$ cat config.mk
export PLATFORM = sky130hd
export DESIGN_NAME = dualclr_fifo
export DESIGN_NICKNAME = d
export VERILOG_FILES = /design/src/rtl/dualclr_fifo_pkg.sv /design/src/rtl/dualclr_fifo_store.sv /design/src/rtl/dualclr_fifo_ctrl.sv /design/src/rtl/dualclr_fifo_out.sv /design/src/rtl/dualclr_fifo.sv
export SDC_FILE = /design/constraint.sdc
export NUM_CORES = 1
export LEC_CHECK = 0
export ABC_AREA = 0
export BUFFER_PORTS_ARGS = -buffer_cell sky130_fd_sc_hd__buf_2
export CELL_PAD_IN_SITES_DETAIL_PLACEMENT = 0
export CELL_PAD_IN_SITES_GLOBAL_PLACEMENT = 2
export CORE_AREA = 2 2 85 169
export DETAILED_ROUTE_END_ITERATION = 6
export DIE_AREA = 0 0 87 171
export MAX_ROUTING_LAYER = met4
export PLACE_DENSITY = 0.81
export SLEW_MARGIN = 30
export SYNTH_ARGS = -nofsm -noshare
export SYNTH_HDL_FRONTEND = slang
export SYNTH_SLANG_ARGS = --single-unit
$ cat constraint.sdc
create_clock -name clk -period 3.85 [get_ports clk]
set_clock_uncertainty 0.1 [all_clocks]
set_input_delay 0.5775 -clock clk [delete_from_list [all_inputs] [get_ports clk]]
set_output_delay 0.5775 -clock clk [all_outputs]
set_load 0.1 [all_outputs]
$ cat src/rtl/dualclr_fifo_pkg.sv
package dualclr_fifo_pkg;

    // Read data style: bit 1 selects show-ahead, bit 0 selects a registered output.
    typedef enum logic [1:0] {
        OUT_NORM_COMB  = 2'd0,
        OUT_NORM_REG   = 2'd1,
        OUT_AHEAD_COMB = 2'd2,
        OUT_AHEAD_REG  = 2'd3
    } out_style_e;

    function automatic out_style_e style_of(input bit ahead, input bit regd);
        return out_style_e'({ahead, regd});
    endfunction

endpackage

$ cat src/rtl/dualclr_fifo_store.sv
module dualclr_fifo_store #(
    parameter int DATA_W = 8,
    parameter int DEPTH  = 16,
    parameter int AW     = $clog2(DEPTH)
) (
    input  logic              clk,
    input  logic              we,
    input  logic [AW-1:0]     waddr,
    input  logic [DATA_W-1:0] wdata,
    input  logic [AW-1:0]     raddr,
    output logic [DATA_W-1:0] rdata
);

    // Storage is never cleared; only the pointers are.
    logic [DATA_W-1:0] cells_q [DEPTH];

    always_ff @(posedge clk) begin
        if (we) begin
            cells_q[waddr] <= wdata;
        end
    end

    assign rdata = cells_q[raddr];

endmodule

$ cat src/rtl/dualclr_fifo_ctrl.sv
module dualclr_fifo_ctrl #(
    parameter int DEPTH        = 16,
    parameter int AFULL_AT     = 12,
    parameter int AEMPTY_BELOW = 3,
    parameter int AW           = $clog2(DEPTH),
    parameter int CW           = AW + 1
) (
    input  logic          clk,
    input  logic          clear_async,
    input  logic          clear_sync,
    input  logic          wr_req,
    input  logic          rd_req,
    output logic          wr_ok,
    output logic          rd_ok,
    output logic [AW-1:0] wr_ptr,
    output logic [AW-1:0] rd_ptr,
    output logic [AW-1:0] rd_ptr_nxt,
    output logic [CW-1:0] level,
    output logic          is_full,
    output logic          nearly_full,
    output logic          is_empty,
    output logic          nearly_empty
);

    localparam logic [CW-1:0] FULL_CNT = CW'(DEPTH);
    localparam logic [CW-1:0] AF_CNT   = CW'(AFULL_AT);
    localparam logic [CW-1:0] AE_CNT   = CW'(AEMPTY_BELOW);

    typedef struct packed {
        logic [AW-1:0] wp;
        logic [AW-1:0] rp;
        logic [CW-1:0] cnt;
    } ctrl_t;

    ctrl_t st_d, st_q;

    always_comb begin
        wr_ok = wr_req && (st_q.cnt != FULL_CNT) && !clear_sync && !clear_async;
        rd_ok = rd_req && (st_q.cnt != '0) && !clear_sync && !clear_async;
        st_d  = st_q;
        if (clear_sync) begin
            st_d = '0;
        end else begin
            if (wr_ok) begin
                st_d.wp = st_q.wp + AW'(1);
            end
            if (rd_ok) begin
                st_d.rp = st_q.rp + AW'(1);
            end
            case ({wr_ok, rd_ok})
                2'b10:   st_d.cnt = st_q.cnt + CW'(1);
                2'b01:   st_d.cnt = st_q.cnt - CW'(1);
                default: st_d.cnt = st_q.cnt;
            endcase
        end
    end

    always_ff @(posedge clk or posedge clear_async) begin
        if (clear_async) begin
            st_q <= '0;
        end else begin
            st_q <= st_d;
        end
    end

    assign wr_ptr       = st_q.wp;
    assign rd_ptr       = st_q.rp;
    assign rd_ptr_nxt   = st_d.rp;
    assign level        = st_q.cnt;
    assign is_full      = (st_q.cnt == FULL_CNT);
    assign nearly_full  = (st_q.cnt >= AF_CNT);
    assign is_empty     = (st_q.cnt == '0);
    assign nearly_empty = (st_q.cnt < AE_CNT);

    // synchronous clear zeroes pointers and count at the edge
    a_r3_sync_clear: assert property (@(posedge clk) disable iff (clear_async)
        clear_sync |=> (level == '0 && wr_ptr == '0 && rd_ptr == '0));

    // write on a full buffer is dropped
    a_r5_no_overflow: assert property (@(posedge clk) disable iff (clear_async)
        (wr_req && !rd_req && is_full && !clear_sync) |=> (is_full && $stable(wr_ptr)));

    // read on an empty buffer is dropped
    a_r5_no_underflow: assert property (@(posedge clk) disable iff (clear_async)
        (rd_req && !wr_req && is_empty && !clear_sync) |=> (is_empty && $stable(rd_ptr)));

    // paired transfer keeps the count
    a_r6_balanced: assert property (@(posedge clk) disable iff (clear_async)
        (wr_ok && rd_ok) |=> $stable(level));

endmodule

$ cat src/rtl/dualclr_fifo_out.sv
module dualclr_fifo_out
    import dualclr_fifo_pkg::*;
#(
    parameter int         DATA_W = 8,
    parameter int         AW     = 4,
    parameter out_style_e STYLE  = OUT_NORM_COMB
) (
    input  logic              clk,
    input  logic              clear_async,
    input  logic              clear_sync,
    input  logic              rd_ok,
    input  logic              wr_ok,
    input  logic              is_empty,
    input  logic [AW-1:0]     wr_ptr,
    input  logic [AW-1:0]     rd_ptr,
    input  logic [AW-1:0]     rd_ptr_nxt,
    input  logic [DATA_W-1:0] wr_data,
    input  logic [DATA_W-1:0] mem_rdata,
    output logic [AW-1:0]     mem_raddr,
    output logic [DATA_W-1:0] rd_data
);

    localparam bit REGD = (STYLE == OUT_NORM_REG) || (STYLE == OUT_AHEAD_REG);

    typedef struct packed {
        logic [AW-1:0]     addr;
        logic [DATA_W-1:0] data;
    } out_t;

    out_t st_d, st_q;

    always_comb begin
        st_d      = st_q;
        mem_raddr = st_q.addr;
        case (STYLE)
            OUT_NORM_COMB: begin
                if (clear_sync) begin
                    st_d.addr = '0;
                end else if (rd_ok) begin
                    st_d.addr = rd_ptr;
                end
            end
            OUT_NORM_REG: begin
                mem_raddr = rd_ptr;
                if (rd_ok) begin
                    st_d.data = mem_rdata;
                end
            end
            OUT_AHEAD_COMB: begin
                if (!clear_sync) begin
                    st_d.addr = rd_ptr_nxt;
                end
            end
            default: begin
                mem_raddr = rd_ptr_nxt;
                if (rd_ok || (wr_ok && is_empty)) begin
                    st_d.data = (wr_ok && (wr_ptr == rd_ptr_nxt)) ? wr_data : mem_rdata;
                end
            end
        endcase
        rd_data = REGD ? st_q.data : mem_rdata;
    end

    // No reset: neither clear may disturb the presented word directly.
    always_ff @(posedge clk) begin
        st_q <= st_d;
    end

    generate
        if (STYLE == OUT_NORM_COMB) begin : g_chk_nc
            // after a synchronous clear the output looks at location 0
            a_r9_sync_first: assert property (@(posedge clk) disable iff (clear_async)
                clear_sync |=> (mem_raddr == '0));
        end else begin : g_chk_hold
            // R9 (registered) and R10: output holds across the clear edge
            a_r10_sync_hold: assert property (@(posedge clk) disable iff (clear_async)
                clear_sync |=> $stable(rd_data));
        end
        if (STYLE == OUT_AHEAD_COMB) begin : g_chk_sa
            // head advances with each accepted read
            a_r8_head_step: assert property (@(posedge clk) disable iff (clear_async)
                rd_ok |=> (mem_raddr == $past(rd_ptr) + AW'(1)));
        end
    endgenerate

endmodule

$ cat src/rtl/dualclr_fifo.sv
module dualclr_fifo
    import dualclr_fifo_pkg::*;
#(
    parameter int DATA_W       = 8,
    parameter int DEPTH        = 16,
    parameter int AFULL_AT     = 12,
    parameter int AEMPTY_BELOW = 3,
    parameter bit SHOW_AHEAD   = 1'b0,
    parameter bit REG_OUT      = 1'b0
) (
    input  logic                     clk,
    input  logic                     clear_async,
    input  logic                     clear_sync,
    input  logic                     wr_req,
    input  logic [DATA_W-1:0]        wr_data,
    input  logic                     rd_req,
    output logic [DATA_W-1:0]        rd_data,
    output logic                     is_full,
    output logic                     nearly_full,
    output logic                     is_empty,
    output logic                     nearly_empty,
    output logic [$clog2(DEPTH):0]   fill_level
);

    localparam int         AW    = $clog2(DEPTH);
    localparam int         CW    = AW + 1;
    localparam out_style_e STYLE = style_of(SHOW_AHEAD, REG_OUT);

    logic              wr_ok, rd_ok;
    logic [AW-1:0]     wr_ptr, rd_ptr, rd_ptr_nxt, mem_raddr;
    logic [DATA_W-1:0] mem_rdata;

    dualclr_fifo_ctrl #(
        .DEPTH(DEPTH), .AFULL_AT(AFULL_AT), .AEMPTY_BELOW(AEMPTY_BELOW), .AW(AW), .CW(CW)
    ) u_ctrl (
        .clk(clk), .clear_async(clear_async), .clear_sync(clear_sync),
        .wr_req(wr_req), .rd_req(rd_req), .wr_ok(wr_ok), .rd_ok(rd_ok),
        .wr_ptr(wr_ptr), .rd_ptr(rd_ptr), .rd_ptr_nxt(rd_ptr_nxt), .level(fill_level),
        .is_full(is_full), .nearly_full(nearly_full),
        .is_empty(is_empty), .nearly_empty(nearly_empty)
    );

    dualclr_fifo_store #(.DATA_W(DATA_W), .DEPTH(DEPTH), .AW(AW)) u_store (
        .clk(clk), .we(wr_ok), .waddr(wr_ptr), .wdata(wr_data),
        .raddr(mem_raddr), .rdata(mem_rdata)
    );

    dualclr_fifo_out #(.DATA_W(DATA_W), .AW(AW), .STYLE(STYLE)) u_out (
        .clk(clk), .clear_async(clear_async), .clear_sync(clear_sync),
        .rd_ok(rd_ok), .wr_ok(wr_ok), .is_empty(is_empty),
        .wr_ptr(wr_ptr), .rd_ptr(rd_ptr), .rd_ptr_nxt(rd_ptr_nxt),
        .wr_data(wr_data), .mem_rdata(mem_rdata), .mem_raddr(mem_raddr), .rd_data(rd_data)
    );

endmodule

Yosys cells after proc, flatten, opt, wreduce, memory -nomap -nowiden --
Memory sizes are Yosys's and may differ from the RTL's. A register that Yosys moved wholly into a read port is not among the register bits. Cells that the tools add are included.
Storage, ports and cells: register bits after elaboration 17, latch bits 0, bits in writable memories 128, ROM bits 0, bits of input ports 13, output and inout bits 17, word-level logic and storage cells 36, memories kept 1
Operators by class: add/subtract/negate cells 4, multiply operators 0, divide/modulo/power cells 0, order comparisons 2, equal/unequal tests 4, shift operators 0, multiplexer cells 8, bitwise gates (word level) 0, reductions and logical operators 13
Memory list:
- u_store.cells_q | words 16, width 8, rd ports 1, clocked after memory_dff 1, wr ports 1, RTL line dualclr_fifo_store.sv:15 | logic [DATA_W-1:0] cells_q [DEPTH];
Operators by type and width (count):
- 4-bit two-way mux | 4
- 13-bit two-way mux | 1
- 5-bit one-hot mux with 2 select lines | 1
- 4-bit by 1-bit adder with 4-bit output (second input constant) | 2
- 1-bit logical AND | 6
- 5-bit by 1-bit adder with 5-bit output (second input constant) | 1
- 5-bit == test (second input constant) | 1
- 5-bit by 4-bit greater-or-equal comparator with 1-bit output (second input constant) | 1
- 5-bit logical NOT | 1
- 5-bit by 2-bit less-than comparator with 1-bit output (second input constant) | 1
- 5-bit != test (second input constant) | 1
- 5-bit nonzero test | 1
- 5-bit by 1-bit subtractor with 5-bit output (second input constant) | 1
- 2-bit nonzero test | 2
- 3-bit nonzero test | 1
- 2-bit by 1-bit == test with 1-bit output (second input constant) | 1
- 2-bit == test (second input constant) | 1
- 1-bit logical NOT | 2
- 1-bit two-way mux | 2

Logic depth before layout (Yosys ltp) --
Gate-level depths: netlist of the first run.
depth after elaboration 7, gate-level depth with buffers 11, gate-level depth less buffers 9

By module --
Synthesis of the first run repeated with hierarchy kept, for this count alone.
Second synthesis, totals: cell total of the unflattened synthesis 343, area total of the unflattened synthesis 6172.2 um2
Modules (own cells, without submodules):
- dualclr_fifo_store | instances 1, cells an instance 221, area each 4987.3 um2, sequential area each 3843.7 um2
- dualclr_fifo_ctrl | instances 1, cells an instance 101, area each 984.7 um2, sequential area each 325.3 um2
- dualclr_fifo_out | instances 1, cells an instance 21, area each 200.2 um2, sequential area each 80.1 um2

Worst setup path before layout of the first run --
No wires, ideal clock.
path type reg2out, start point register u_ctrl.st_q (netlist bit u_ctrl.level[1]), end point output nearly_empty, arrival 5.786 ns, required time 3.172 ns, path slack -2.614 ns, cell stages (with the launch flop) 3, buffers on the path 1, cells stage by stage dfrtp_1 -> buf_2 -> a2111oi_0
On the way: cells in the longest elaborated chain, start to end 1
RTL lines:
- start, declared | RTL line dualclr_fifo_ctrl.sv:35 | ctrl_t st_d, st_q;
- start signal, assigned | RTL line dualclr_fifo_ctrl.sv:62 | st_q <= st_d;
- 5-bit by 2-bit less-than comparator with 1-bit output | RTL line dualclr_fifo_ctrl.sv:73 | assign nearly_empty = (st_q.cnt < AE_CNT);
- end, declared | RTL line dualclr_fifo.sv:21 | output logic nearly_empty,
No other way between the ends.

==> results of run 1 <==
registers in the layout, indices dropped and copies added (netlist names), named ones only:
signal / flops
u_out.mem_raddr: 4
u_store.cells_q: 128
u_ctrl.wr_ptr: 4
u_ctrl.level: 5
u_ctrl.rd_ptr: 4
critical path: cells and delay by family, from the launching register on:
family	cells	cell delay, ps
muxes	2	1050
DFF	1	580
buffers and inverters	2	640
cells in the mapped netlist, drive strengths merged (2+ instances only):
library cell,instances
a21o,2
a21oi,10
a31oi,3
and2,4
and3,3
buf,9
clkbuf,12
dfrtp,13
dfxtp,8
edfxtp,128
ha,7
inv,11
mux2i,2
mux4,40
nand2,16
nand3,4
nand4,3
nor2,19
nor2b,2
nor3,11
nor4,2
o21a,2
o21ai,9
or3b,2
xnor2,3
xor2,4
path summary, 6_finish.rpt:
kind | endpoint | cells past startpoint | slack [ps]
hold reg to reg | u_out.mem_raddr[2]$_SDFFE_PP0P_ | 2 | 390
setup / recovery | rd_data[0] | 4 | 490
setup reg to reg | u_ctrl.level[2]$_DFFE_PP0P_ | 9 | 710
min in group clk | u_out.mem_raddr[2]$_SDFFE_PP0P_ | 2 | 390
max in group asynchronous | u_ctrl.wr_ptr[3]$_DFFE_PP0P_ | 2 | 3060
hold / removal | u_ctrl.rd_ptr[2]$_DFFE_PP0P_ | 2 | 220
metrics by stage:
stage / utilization, % / total power [mW] / setup slack [ps] / instance area, um2 / hold WS (ps)
after detailed placement: 47.60 / 2.299 / 738.2 / 6502 / 381.3
after CTS: 51.98 / 3.938 / 423.8 / 7102 / 224.4
final: 51.98 / 3.903 / 492.8 / 7102 / 223.5
after global routing: 51.98 / 4.031 / 335.2 / 7102 / 276.7
after global placement: 47.60 / 2.292 / 777.2 / 6502 / 368.8
after floorplan: - / 2.220 / 127.4 / 6140 / 352.8
layer usage:
| metal | track usage (%) | vias up |
|---|---|---|
| li1 | - | 1442 |
| met1 | 22.66 | 1653 |
| met2 | 31.26 | 121 |
| met3 | 4.390 | 19 |
| met4 | 7.677 | 0 |
| met5 | - | - |
cells by family (layout without fill, tap and decap cells):
group	after synthesis	in the layout	share of synthesized area, %
DFF	149	149	70.67
and+or+nand+nor	71	71	5.842
muxes	43	43	15.22
AOI/OAI and AO/OA	32	32	3.534
buffers and inverters	32	88	2.308
adders and majority gates	7	7	1.430
xor gates and xnor gates	7	7	1.001
where the power goes:
| group | internal (mW) | total [mW] | switching [mW] |
|---|---|---|---|
| clock | 0.976 | 1.64 | 0.664 |
| sequential | 1.77 | 1.81 | 0.0360 |
| combinational | 0.103 | 0.456 | 0.353 |
area by class of cell:
type | count | area, um2
flip-flops and latches | 149 | 4330
clock inverters | 14 | 170.2
fillers | 1061 | 6560
multi-input cells | 160 | 1669
well taps | 157 | 196.4
repair buffers | 45 | 265.3
inverters | 11 | 41.29
clock buffers | 18 | 429.2
==> out/qor.txt, run 1 <==
Highest metal used = met4
Worst slew margin = 50.87%
Endpoint class of the critical path = primary output
Power Dens Cells = 549.5 mW/mm2
Layout Cells excl Fill = 554
Max Freq = 0.2979 GHz
Setup TNS = 0 ps
Via count = 3235
Reg-to-reg startpoint = u_ctrl.level[1]$_DFFE_PP0P_
Synth top area cells = edfxtp_1 63%, mux4_2 15%, dfrtp_1 5.3%, dfxtp_1 2.6%, ha_1 1.4%
Critical path type = register to primary output
Post-CTS setup buffers = 0
Clock Tree Root = clkbuf_16
Synth top area share = 62.75%
Total gr overflow = 0
ANT cells = 0
Post-route ant nets = 0
Sequential fraction of the synthesis area = 70.67%
Layout cells sized above 1 = 31.23%
CP Max Fanout = 12
Final Setup Violations = 0
TritonCTS clock tree = done
M1 wire length = 4725 um
Placed instance count = 522
Most frequent cells in the layout = 128 x edfxtp_1, 40 x mux4_2, 29 x buf_2
Port Buf Inserts = 29
Static Leak = 2.428 nW
Vias in the first global route = 3394
Largest net degree at the start of global routing = 33
Max incr delay on CP = 580 ps
Most used cell, CP = mux4_2
Layout Nets = 404
Final hold vios = 0
Antenna violations before repair = 0
Clk buf depth = 2
First-pass GRT wire length = 19640 um
Core Area = 0.01366 mm2
Required @ worst endpoint = 3170 ps
Syn. warnings = 0
Initial Util = 44.84%
Gr usage total = 19.10%
GP Congestion = 0.8578
Clk slew on worst S/H paths = 60 ps
Least-Margin Pin Slew = 736.0 ps
Critical-path cell with the highest stage delay = dfxtp_2
Unique masters post-synth = 43
Syn nets = 361
Most common cell after layout, fill and taps aside = edfxtp_1
DRT Wirelength = 12560 um
Htree depth = 4
Cts repair resizes = 0
RSZ-0062 raised after global routing = false
Die X = 87 um
Detailed Routing Iterations Pass 1 = 6
Post-synth ARST share = 8.725%
Maximum vdd ir drop = 0.0003339 V
Startpoint types = register
Met2 routed WL = 6884 um
Critical Path AT = 2680 ps
Post-synthesis register bit count = 149
Synth area leader = edfxtp_1
Drt wl/cell = 22.67 um
Slew Viols, Final = 0
Status = finished, final reports clean
Hpwl dp = 7828 um
I/O pin count = 30
Remaining DRCs = 0
Cts hold-fix bufs = 0
Clock Latency Late Sink = 410 ps
Tmin final = 3357 ps
Die ar. = 0.01488 mm2
Met3 wire length = 687 um
Post-synth EDFFs = 128
Post-Syn Area = 0.006126 mm2
Die height = 171 um
Worst hold path type = input pin to asynchronous set/reset pin
Drt first-iter violations = 318
Post-synthesis average cell area = 17.96 um2
Gate count of the mapped netlist = 341
Total CTS buffers = 17
Dominant synthesized flop cell = edfxtp_1
Row count = 61
CP Cell Sequence = buf_4 > mux4_2 > mux4_2 > buf_2
Final worst path period share = 87.20%
Layout area overhead = 15.93%
Max-Cap Viols = 0
Drt via density = 5.839
TritonCTS Sinks = 149
Power figures use the tool's default switching activity.
==> run 2, diff against run 1 <==
- CORE_AREA: 2 2 85 169 -> 2 2 89 176
- DIE_AREA: 0 0 87 171 -> 0 0 91 178
- PLACE_DENSITY: 0.81 -> 0.78
- clock period: 3.85 -> 3 ns (I/O delays scaled with it)
==> out/qor.txt, run 2 (synthesis gave the netlist of run 1 again) <==
CP Cell Sequence = buf_12 > mux4_2 > mux4_2 > buf_2
Die height = 178 um (+4.1%)
Internal power = 3.928 mW (+38%)
Maximum vdd ir drop = 0.0005375 V (+61%)
Clk buf depth = 2 (unchanged)
Worst hold path type = input pin to asynchronous set/reset pin
DRT Wirelength = 13330 um (+6.1%)
Detailed Routing Iterations Pass 1 = 4 (-2)
Port Buf Inserts = 29 (unchanged)
Final core utilization = 49.68% (-2.3 points)
Critical-path cell with the highest stage delay = mux4_2
TritonCTS Sinks = 149 (unchanged)
Tmin final = 2923 ps
Die ar. = 0.01620 mm2 (+8.9%)
Static Leak = 2.510 nW (+3.4%)
Status = finished, final reports clean
Reg-to-reg startpoint = u_ctrl.level[2]$_DFFE_PP0P_
CP Max Fanout = 16 (+4)
Placed instance count = 569 (+9.0%)
Startpoint types = register
Hold WS = 24.90 ps (-198.6 ps)
Endpoint class of the critical path = primary output
Row count = 63 (+3.3%)
Layout area overhead = 20.18%
Total power = 5.254 mW (+35%)
Cts hold-fix bufs = 0 (unchanged)
Clock share of power = 43.3% (+1.3 points)
R2r setup slk = 100 ps (-610 ps)
Most frequent cells in the layout = 128 x edfxtp_1, 40 x mux4_2, 27 x buf_4
Max Freq = 0.3421 GHz
Drt first-iter violations = 212 (-33%)
Clk slew on worst S/H paths = 60 ps (about the same)
Critical path type = register to primary output
TritonCTS clock tree = done
Core Area = 0.01482 mm2 (+8.5%)
Final Setup Violations = 0 (unchanged)
Total gr overflow = 0 (unchanged)
Max-Cap Viols = 0 (unchanged)
Layout fillers = 1289 (+21%)
I/O pin count = 30 (unchanged)
Final worst path period share = 97.43%
Max reg flops = 128 (unchanged)
Slew Viols, Final = 0 (unchanged)
Post-route ant nets = 0 (unchanged)
Most common cell after layout, fill and taps aside = edfxtp_1
Total CTS buffers = 17 (unchanged)
Remaining DRCs = 0 (unchanged)
Reg2reg path depth = 9 (unchanged)
Worst slew margin = 57.71% (+6.8 points)
Drt via density = 5.369 (-8.1%)
Max incr delay on CP = 540 ps (-40 ps)
Setup TNS = 0 ps (unchanged)
Clock Tree Root = clkbuf_16
Least-Margin Pin Slew = 633.5 ps (-102.5 ps)
Largest net degree at the start of global routing = 33 (unchanged)
Gr usage total = 18.14% (-0.96 points)
Hpwl dp = 8907 um (+14%)
Power Dens Cells = 713.7 mW/mm2 (+30%)
Antenna violations before repair = 0 (unchanged)
Most used cell, CP = mux4_2
Drt wl/cell = 22.14 um (-2.3%)
Layout Nets = 414 (+2.5%)
Logic pwr share = 12.9% (+1.2 points)
Htree depth = 4 (unchanged)
Switching part of the total = 25.24% (-1.7 points)
Layout cells sized above 1 = 34.40% (+3.2 points)
RR Endpoint = u_ctrl.level[4]$_DFFE_PP0P_
Reg power frac = 43.8% (-2.5 points)
Critical Path AT = 2370 ps (-310 ps)
Area taken by multi-input logic gates = 0.001708 mm2 (+2.3%)
Via count = 3232 (-0.093%)
Clock Latency Late Sink = 420 ps (about the same)
Required @ worst endpoint = 2450 ps (-720 ps)
ANT cells = 0 (unchanged)
Final hold vios = 0 (unchanged)
Largest Register = u_store.cells_q
Seq. cell area = 0.004338 mm2 (+0.17%)
Die X = 91 um (+4.6%)
First-pass GRT wire length = 20530 um (+4.5%)
Vias in the first global route = 3477 (+2.4%)
GP Congestion = 0.8204 (-4.4%)
RSZ-0062 raised after global routing = false
Layout Cells excl Fill = 602 (+8.7%)
Switch Pwr = 1.326 mW (+26%)
Initial Util = 41.34% (-3.5 points)
run 2: repair_timing:
action | in CTS | in global routing
setup buffers | 0 | 0
pin swaps | 0 | 0
endpoints found under the setup margin | 4 | 5
gates cloned | 0 | 1
resized for setup | 4 | 0
run 2: power groups by stage:
stage | sequential [mW] | clock (mW) | combinational [mW]
after floorplan | 2.43 | 0 | 0.447
after global routing | 2.31 | 2.39 | 0.719
final | 2.30 | 2.27 | 0.678
after CTS | 2.30 | 2.31 | 0.682
after global placement | 2.34 | 0 | 0.675
after detailed placement | 2.35 | 0 | 0.679
run 2: through the flow:
step / cell area [um2] / worst slack, ps
floorplan: 6186 / -396.8
global placement: 6689 / 182.4
detailed placement: 6689 / 118.1
CTS: 7337 / 3.848
global route: 7362 / 7.655
finish: 7362 / 77.00
run 2: worst max-delay path: cells and delay by family, from the launching register on:
kind     cells  cell delay [ps]
buf+inv      2              520
flops        1              400
mux          2             1030
run 2: area by class of cell:
cell class	instances	area share [%]
tap	195	3.314
clock inverter	14	2.838
inverter	11	0.5608
clock buffer	18	5.829
multi-input combinational	160	23.20
timing repair buffer	55	5.337
sequential	149	58.92
run 2: worst max path at each step:
| stage | start | to | slack (ps) | cells past startpoint |
|---|---|---|---|---|
| after floorplan | u_ctrl.level[2]$_DFFE_PP0P_ | u_ctrl.level[2]$_DFFE_PP0P_ | -400 | 11 |
| after global placement | u_ctrl.level[2]$_DFFE_PP0P_ | u_ctrl.level[2]$_DFFE_PP0P_ | 180 | 9 |
| after detailed placement | u_ctrl.level[2]$_DFFE_PP0P_ | u_ctrl.level[4]$_DFFE_PP0P_ | 120 | 9 |
| after CTS | register | rd_data[2] | 4 | 4 |
| after global routing | register | rd_data[2] | 8 | 4 |
| final | register | rd_data[1] | 80 | 4 |
run 2: per-layer routing:
metal  vias up  share of wire (%)  global-route usage [%]
met5         -                  0                       -
met4         0                2.3                   7.513
met3        20                2.8                   3.760
met2        87                 59                   33.27
met1      1670                 36                   18.69
li1       1455                  -                       -
==> run 3, diff against run 2 <==
- SKIP_CTS_REPAIR_TIMING: default -> 1
- clock period: 3 -> 2.5 ns (I/O delays scaled with it)
==> out/qor.txt, run 3 (synthesis gave the netlist of run 1 again) <==
TritonCTS Sinks = 149 (unchanged)
Die height = 178 um (unchanged)
Worst hold path type = input pin to asynchronous set/reset pin
Static Leak = 2.615 nW (+4.2%)
Max-Cap Viols = 0 (unchanged)
Layout area overhead = 25.69%
Clock Tree Root = clkbuf_16
Post-route ant nets = 0 (unchanged)
Gr usage total = 17.47% (-0.68 points)
CP Cell Sequence = or4_4 > nand2_4 > or3b_4 > xnor2_2 > ha_4 > o31ai_4 > a31oi_2 > o311ai_4 > mux2i_1
Layout Cells excl Fill = 620 (+3.0%)
Max incr delay on CP = 560 ps (+20 ps)
ANT cells = 0 (unchanged)
Final worst slack = -244.0 ps (-321.0 ps)
Drt via density = 5.244 (-2.3%)
Clk slew on worst S/H paths = 60 ps (about the same)
Remaining DRCs = 0 (unchanged)
Drt first-iter violations = 206 (-2.8%)
Antenna violations before repair = 0 (unchanged)
Port Buf Inserts = 29 (unchanged)
Endpoint class of the critical path = register
Total power = 6.252 mW (+19%)
DRT Wirelength = 13080 um (-1.9%)
Hold WS = 63.54 ps (+38.64 ps)
Via count = 3251 (+0.59%)
Total CTS buffers = 17 (unchanged)
WP depth = 9 (+5)
Critical-path cell with the highest stage delay = or4_4
Slew Viols, Final = 0 (unchanged)
Final Setup Violations = 12 (+12)
I/O pin count = 30 (unchanged)
Critical Path AT = 2980 ps (+610 ps)
Die ar. = 0.01620 mm2 (unchanged)
Worst slew margin = 64.13% (+6.4 points)
Placed instance count = 584 (+2.6%)
Post-DP Area = 0.006908 mm2 (+3.3%)
GP Congestion = 0.8413 (+2.5%)
First-pass GRT wire length = 20050 um (-2.3%)
Clock Latency Late Sink = 420 ps (about the same)
Largest net degree at the start of global routing = 33 (unchanged)
Vias in the first global route = 3470 (-0.20%)
Final worst path period share = 109.8%
Final hold vios = 0 (unchanged)
Clk buf depth = 2 (unchanged)
Status = finished with violations
Layout Nets = 432 (+4.3%)
Most frequent cells in the layout = 128 x edfxtp_1, 40 x mux4_2, 35 x buf_4
TritonCTS clock tree = done
Htree depth = 4 (unchanged)
Die X = 91 um (unchanged)
Tmin final = 2744 ps
Layout cells sized above 1 = 42.82% (+8.4 points)
Hpwl dp = 9165 um (+2.9%)
Row count = 63 (unchanged)
Critical path type = register to register
Maximum vdd ir drop = 0.0005954 V (+11%)
Max reg flops = 128 (unchanged)
Power Dens Cells = 812.0 mW/mm2 (+14%)
Largest Register = u_store.cells_q
Least-Margin Pin Slew = 538.0 ps (-95.42 ps)
Drt wl/cell = 21.10 um (-4.7%)
Reg2reg path depth = 9 (unchanged)
Worst path bufs/invs = 0 (-2)
Most common cell after layout, fill and taps aside = edfxtp_1
Post-route cell area = 0.007700 mm2 (+4.6%)
Layout fillers = 1251 (-2.9%)
Core Area = 0.01482 mm2 (unchanged)
Required @ worst endpoint = 2740 ps (+290 ps)
RSZ-0062 raised after global routing = true
Startpoint types = register
Total gr overflow = 0 (unchanged)
Failing checks = negative setup slack
Initial Util = 41.34% (unchanged)
CP Max Fanout = 4 (-12)
Top delay family on crit path = simple AND/OR/NAND/NOR gates
Max Freq = 0.3644 GHz
Detailed Routing Iterations Pass 1 = 4 (unchanged)
==> run 3: where the power goes <==
group	total, mW	switching, mW	internal [mW]
Clock	2.48	0.985	1.50
Combinational	0.997	0.637	0.360
Sequential	2.77	0.0351	2.74
Total	6.25	1.66	4.60
==> run 3: worst register-to-register path: cells and delay by family, from the launching register on <==
kind	cells	cell delay [ps]
adders and majority gates	1	190
xor gates and xnor gates	1	150
and+or+nand+nor	3	1020
muxes	1	210
AOI/OAI and AO/OA	3	520
DFF	1	480
==> run 3: metal layers <==
metal | global-route usage (%) | part of all wire (%) | vias to the layer above
li1 | - | - | 1489
met1 | 18.13 | 36 | 1675
met2 | 32.10 | 59 | 68
met3 | 3.760 | 2.5 | 19
met4 | 6.566 | 2.0 | 0
met5 | - | 0 | -
==> run 3: final cells by class <==
type	instances	area, um2	share of cell area (%)
Timing Repair Buffer	73	646.9	8.401
Clock buffer	18	439.2	5.704
Sequential cell	149	4352	56.52
Tap cell	195	244.0	3.169
Inverter	11	45.04	0.5850
Multi-Input combinational cell	160	1824	23.69
Clock inverter	14	148.9	1.934
==> run 3: worst paths after layout <==
check / startpoint / end / slack (ps)
max: u_ctrl.level[3]$_DFFE_PP0P_ / u_ctrl.level[4]$_DFFE_PP0P_ / -240
min: clear_async / u_ctrl.level[0]$_DFFE_PP0P_ / 60
min reg2reg: u_out.mem_raddr[0]$_SDFFE_PP0P_ / register / 390
max in group asynchronous: clear_async / u_ctrl.level[4]$_DFFE_PP0P_ / 2050
min in group clk: clear_sync / u_ctrl.wr_ptr[0]$_DFFE_PP0P_ / 210
max reg2reg: u_ctrl.level[3]$_DFFE_PP0P_ / u_ctrl.level[4]$_DFFE_PP0P_ / -240
==> run 3: per-stage QoR <==
stage / utilization [%] / worst slack [ps] / setup TNS [ps]
6_report: 51.96 / -244.0 / -2407
5_1_grt: 51.96 / -322.0 / -3154
4_1_cts: 50.58 / -396.2 / -3642
3_5_place_dp: 46.61 / -265.8 / -696.8
3_3_place_gp: 46.61 / -230.9 / -605.3
2_1_floorplan: - / -893.0 / -4520
